===== src/rtl/pwmbank_pkg.sv =====
package pwmbank_pkg;
  localparam int DUTY_W     = 8;
  localparam logic [DUTY_W-1:0] DUTY_RESET = 8'h80;
endpackage


===== src/rtl/pwmbank_timebase.sv =====
module pwmbank_timebase
  import pwmbank_pkg::*;
#(
  parameter int SHORT_PERIOD = 253
) (
  input  logic              clk,
  input  logic              rst_n,
  input  logic              short_mode,
  output logic [DUTY_W-1:0] cnt_q,
  output logic              wrap
);
  localparam int LONG_PERIOD = 1 << DUTY_W;
  localparam logic [DUTY_W-1:0] LAST_LONG  = DUTY_W'(LONG_PERIOD - 1);
  localparam logic [DUTY_W-1:0] LAST_SHORT = DUTY_W'(SHORT_PERIOD - 1);

  logic [DUTY_W-1:0] cnt_d;
  logic [DUTY_W-1:0] last;

  // A mode switch late in a long period wraps at once (>= rather than ==).
  always_comb begin
    last  = short_mode ? LAST_SHORT : LAST_LONG;
    wrap  = (cnt_q >= last);
    cnt_d = wrap ? '0 : cnt_q + 1'b1;
  end

  always_ff @(posedge clk or negedge rst_n) begin
    if (!rst_n) cnt_q <= '0;
    else        cnt_q <= cnt_d;
  end
endmodule


===== src/rtl/pwmbank_chan.sv =====
module pwmbank_chan
  import pwmbank_pkg::*;
(
  input  logic              clk,
  input  logic              rst_n,
  input  logic              wrap,
  input  logic [DUTY_W-1:0] cnt,
  input  logic [DUTY_W-1:0] duty_reg,
  output logic [DUTY_W-1:0] active_q,
  output logic              high_q
);
  logic [DUTY_W-1:0] active_d;
  logic              high_d;

  always_comb begin
    active_d = wrap ? duty_reg : active_q;
    high_d   = (cnt < active_q);
  end

  always_ff @(posedge clk or negedge rst_n) begin
    if (!rst_n) begin
      active_q <= DUTY_RESET;
      high_q   <= 1'b0;
    end else begin
      active_q <= active_d;
      high_q   <= high_d;
    end
  end
endmodule


===== src/rtl/pwmbank_regs.sv =====
module pwmbank_regs
  import pwmbank_pkg::*;
#(
  parameter int NUM_CH     = 14,
  parameter int NUM_SHARED = 4,
  parameter int AW         = 8,
  parameter int BASE_ADDR  = 'h20,
  parameter int CTRL_ADDR  = 'h2E
) (
  input  logic                           clk,
  input  logic                           rst_n,
  input  logic                           wr_en,
  input  logic [AW-1:0]                  addr,
  input  logic [DUTY_W-1:0]              wr_data,
  output logic [DUTY_W-1:0]              rd_data,
  output logic [NUM_CH-1:0][DUTY_W-1:0]  duty_q,
  output logic                           short_mode,
  output logic [NUM_SHARED-1:0]          pin_en
);
  localparam int CTRL_W = NUM_SHARED + 1;

  logic [CTRL_W-1:0] ctrl_q, ctrl_d;
  logic              ctrl_we;

  genvar g;
  generate
    for (g = 0; g < NUM_CH; g++) begin : g_duty
      logic              we;
      logic [DUTY_W-1:0] duty_d;
      always_comb begin
        we     = wr_en && (addr == AW'(BASE_ADDR + g));
        duty_d = we ? wr_data : duty_q[g];
      end
      always_ff @(posedge clk or negedge rst_n) begin
        if (!rst_n) duty_q[g] <= DUTY_RESET;
        else        duty_q[g] <= duty_d;
      end
    end
  endgenerate

  always_comb begin
    ctrl_we = wr_en && (addr == AW'(CTRL_ADDR));
    ctrl_d  = ctrl_we ? wr_data[CTRL_W-1:0] : ctrl_q;
  end

  always_ff @(posedge clk or negedge rst_n) begin
    if (!rst_n) ctrl_q <= '0;
    else        ctrl_q <= ctrl_d;
  end

  assign short_mode = ctrl_q[0];
  assign pin_en     = ctrl_q[CTRL_W-1:1];

  always_comb begin
    rd_data = '0;
    for (int i = 0; i < NUM_CH; i++) begin
      if (addr == AW'(BASE_ADDR + i)) rd_data = duty_q[i];
    end
    if (addr == AW'(CTRL_ADDR)) rd_data = DUTY_W'(ctrl_q);
  end
endmodule


===== src/rtl/pwmbank_top.sv =====
module pwmbank_top
  import pwmbank_pkg::*;
#(
  parameter int NUM_CH       = 14,
  parameter int NUM_SHARED   = 4,
  parameter int AW           = 8,
  parameter int BASE_ADDR    = 'h20,
  parameter int CTRL_ADDR    = 'h2E,
  parameter int SHORT_PERIOD = 253
) (
  input  logic                  clk,
  input  logic                  rst_n,
  input  logic                  wr_en,
  input  logic [AW-1:0]         addr,
  input  logic [DUTY_W-1:0]     wr_data,
  output logic [DUTY_W-1:0]     rd_data,
  input  logic [NUM_SHARED-1:0] gpio_out,
  output logic [NUM_CH-1:0]     pad_low
);
  localparam int FIRST_SHARED = NUM_CH - NUM_SHARED;

  logic [NUM_CH-1:0][DUTY_W-1:0] duty_q;
  logic [NUM_CH-1:0][DUTY_W-1:0] active_q;
  logic [NUM_CH-1:0]             pwm_high;
  logic [DUTY_W-1:0]             cnt_q;
  logic                          wrap;
  logic                          short_mode;
  logic [NUM_SHARED-1:0]         pin_en;

  pwmbank_regs #(
    .NUM_CH(NUM_CH), .NUM_SHARED(NUM_SHARED), .AW(AW),
    .BASE_ADDR(BASE_ADDR), .CTRL_ADDR(CTRL_ADDR)
  ) u_regs (
    .clk(clk), .rst_n(rst_n), .wr_en(wr_en), .addr(addr),
    .wr_data(wr_data), .rd_data(rd_data), .duty_q(duty_q),
    .short_mode(short_mode), .pin_en(pin_en)
  );

  pwmbank_timebase #(.SHORT_PERIOD(SHORT_PERIOD)) u_tb (
    .clk(clk), .rst_n(rst_n), .short_mode(short_mode),
    .cnt_q(cnt_q), .wrap(wrap)
  );

  genvar g;
  generate
    for (g = 0; g < NUM_CH; g++) begin : g_ch
      pwmbank_chan u_chan (
        .clk(clk), .rst_n(rst_n), .wrap(wrap), .cnt(cnt_q),
        .duty_reg(duty_q[g]), .active_q(active_q[g]), .high_q(pwm_high[g])
      );
      if (g < FIRST_SHARED) begin : g_fixed
        assign pad_low[g] = ~pwm_high[g];
      end else begin : g_shared
        localparam int K = g - FIRST_SHARED;
        assign pad_low[g] = pin_en[K] ? ~pwm_high[g] : ~gpio_out[K];
      end
    end
  endgenerate
endmodule


===== config.mk =====
export PLATFORM = sky130hd
export DESIGN_NAME = pwmbank_top
export DESIGN_NICKNAME = d
export VERILOG_FILES = /design/src/rtl/pwmbank_pkg.sv /design/src/rtl/pwmbank_timebase.sv /design/src/rtl/pwmbank_chan.sv /design/src/rtl/pwmbank_regs.sv /design/src/rtl/pwmbank_top.sv
export SDC_FILE = /design/constraint.sdc
export NUM_CORES = 1
export LEC_CHECK = 0
export CAP_MARGIN = 20
export CORE_AREA = 2 2 128 179
export DETAILED_ROUTE_END_ITERATION = 7
export DIE_AREA = 0 0 130 181
export PLACE_DENSITY_LB_ADDON = 0.3
export SLEW_MARGIN = 20
export SYNTH_ARGS = -nofsm -noshare
export SYNTH_HDL_FRONTEND = slang
export SYNTH_SLANG_ARGS = --single-unit
export TNS_END_PERCENT = 5

===== constraint.sdc =====
create_clock -name clk -period 7.3 [get_ports clk]
set_input_delay 2.19 -clock clk [delete_from_list [all_inputs] [get_ports clk]]
set_output_delay 2.19 -clock clk [all_outputs]
set_load 0.03 [all_outputs]

==> impl_metrics.yaml <==
final_layout:
  drive_gt1_share_pct: 20.6
  final_area_um2: 14600
  area_delta_synth_final_pct: 12.4
  insertedDiodeCount: 0
  fin_nets: 1377
  layout_common_cells: "dfrtp_1, inv_1, mux2_2"
  utilization_pct: 66.6
  final_common_cell: "dfrtp_1"
timing:
  max_freq_mhz: 148
  period_share_pct: 92.5
  fin_skew_ns: 0.00729
  timing.setup.tns_ns: 0
  worst_pin_slew_ns: 1.17
  report.final.slew_viol_count: 0
  hold_viol: 0
  period_needed_ns: 6.75
  rsz0062_at_grt: "no"
  setup_viol: 0
  relSlewSlack_pct: 21.9
clock_network:
  cts_resized: 0
  tritoncts: "yes"
  numCtsBuffers: 25
  cts.sinks: 251
  htreeDepth: 1
  cts_setup_buffers: 0
  clock-root-buffer: "clkbuf_16"
  clock_latency_ns: 0.52
  clkSlewWorstSetupHoldPaths_ns: 0.06
  clk_path_buf_depth: 3
  post_cts_hold_buffer_count: 0
yosys:
  synthArstFlopShare_pct: 100
  synth_top_area_share_pct: 43.1
  yosys_register_bits: 251
  syn_inst: 1218
  yosys.area.top_type: "dfrtp_1"
  ys_warn_count: 0
  synth_area_leaders: "dfrtp_1, mux2_2, ha_1"
  synth_edf_count: 0
  seq_area_frac_synth_pct: 48.8
  syn_avg_cell_area_um2: 10.6
  ys.flop_type: "dfrtp_1"
  synthesis.nets: 1342
  netlist_area_um2: 12900
  synthDistinctLibCells: 58
setup_path:
  ff2ff_path_depth: 7
  arrival_ns: 4.56
  cp-start-kind: "primary input"
  end_kind: "output port"
  path_class: "primary input to output port"
  rr_startpoint: "u_tb.cnt_q[0]"
  cp.required_ns: 5.11
  crit_fanout: 8
  rrSetupSlack_ns: 3.63
  rr_endpoint: "g_ch[11].u_chan.active_q[0]"
floorplanning:
  die-area_um2: 23500
  floorplan.initialDensity_pct: 59.2
  die_y_um: 181
  die_x_um: 130
  ios: 45
  core_um2: 21900
  rows: 64
grt:
  grt_pass1_wl_um: 53200
  grt_max_degree: 154
  overflow: 0
  grt_use_met2_pct: 50.4
  grt_busiest_layer: "met2"
  grtUsageMet3_pct: 2.90
  grtUsageMet1_pct: 38.9
  grt_pass1_vias: 9432
  grt.total_usage_pct: 29.7
  antenna_found_initial: 0
drt:
  viasPerCell: 5.90
  drc: 0
  wl_um: 33700
  route.vias.total: 9256
  ant_nets: 0
  firstDrtPassIters: 6
  drtIter0Drc: 656
  avgRoutedWirePerCell_um: 21.5
power_and_ir_drop:
  powerDensity_nw_per_um2: 201
  ir_drop_uv: 206
  leakagePower_nw: 6.59
hold_path:
  whs_path_depth: 2
  min_to: "g_ch[8].u_chan.active_q[7]"
  min_path_type: "flip-flop to flip-flop"
  min_from: "u_regs.duty_q[71]"
flow_run:
  drv_cap: 0
placement:
  dpl-instance-area_um2: 13700
  io_buffers: 44
  place.gp.congestion: 0.924
  dp_hpwl_um: 22800
run_status:
  status: "finished, final reports clean"
registers in the layout (all words and copies together) (netlist names):
| signal | count |
|---|---|
| g_ch.u_chan.high_q | 14 |
| u_regs.ctrl_q | 5 |
| g_ch.u_chan.active_q | 112 |
| u_regs.duty_q | 112 |
| u_tb.cnt_q | 8 |
where the power goes:
group	switching, mW	leakage (nW)	internal [mW]
Clock	0.530	0.419	0.769
Sequential	0.0342	3.36	1.43
Combinational	0.0996	2.81	0.0626
worst max-delay path, stage by stage:
cell,delay [ns]
clkdlybuf4s50_1,0.44
nor4b_4,0.59
nand2b_1,0.33
a31oi_1,0.29
o211ai_1,0.13
a31oi_1,0.41
buf_12,0.18
through the flow:
step	hold WS, ns	instances	total power, mW	setup WS, ns
finish	0.492	1568	2.92	0.545
CTS	0.496	1568	2.94	0.567
detailed placement	0.487	1523	1.65	0.583
global route	0.502	1568	3.01	0.500
global placement	0.474	1523	1.64	0.572
floorplan	0.450	1218	1.55	1.32
synthesized netlist by cell type, drive strengths merged (3+ instances only):
library cell	count
mux2	137
o21ai	129
buf	23
o22ai	7
nor2	33
a221oi	3
mux2i	18
dfstp	28
o221ai	3
inv	141
a31oi	6
nand3	10
and2	3
a2111oi	3
and3	4
a21o	11
nand2b	20
o21a	6
a22oi	6
ha	101
clkbuf	32
mux4	4
nor2b	7
a21oi	52
dfrtp	223
o211ai	15
nand2	136
a211oi	14
a21boi	4
a22o	3
xor2	5
a31o	3
cells by family after synthesis:
logic type	Yosys count	share of synthesized area [%]
muxes	159	14.0
buffers and inverters	196	5.86
DFF	251	48.8
adders and majority gates	101	9.76
AOI/OAI and AO/OA	278	12.8
xor gates and xnor gates	6	0.406
and+or+nand+nor	227	8.44
final cells by class:
cell class / instances / area, um2
multi-input cells: 771 / 5880
clock buffers: 36 / 737
fillers: 1669 / 7300
clock inverters: 9 / 95.1
repair buffers: 63 / 633
well taps: 297 / 372
flip-flops and latches: 251 / 6320
inverters: 141 / 529
worst max-delay path by stage:
stage,startpoint,to,slack (ns),cells after the start
after floorplan,addr[0],rd_data[2],1.32,7
after global placement,addr[4],rd_data[0],0.57,7
after detailed placement,addr[4],rd_data[4],0.58,7
after CTS,addr[4],rd_data[0],0.57,7
after global routing,addr[4],rd_data[0],0.50,7
final,addr[4],rd_data[0],0.55,7
per-layer routing:
layer	vias up	part of all wire, %
met1	4654	42
li1	4286	-
met4	0	4.8
met3	96	3.2
met2	220	50
met5	-	0
No activity file was read; power rests on OpenSTA's default activity.
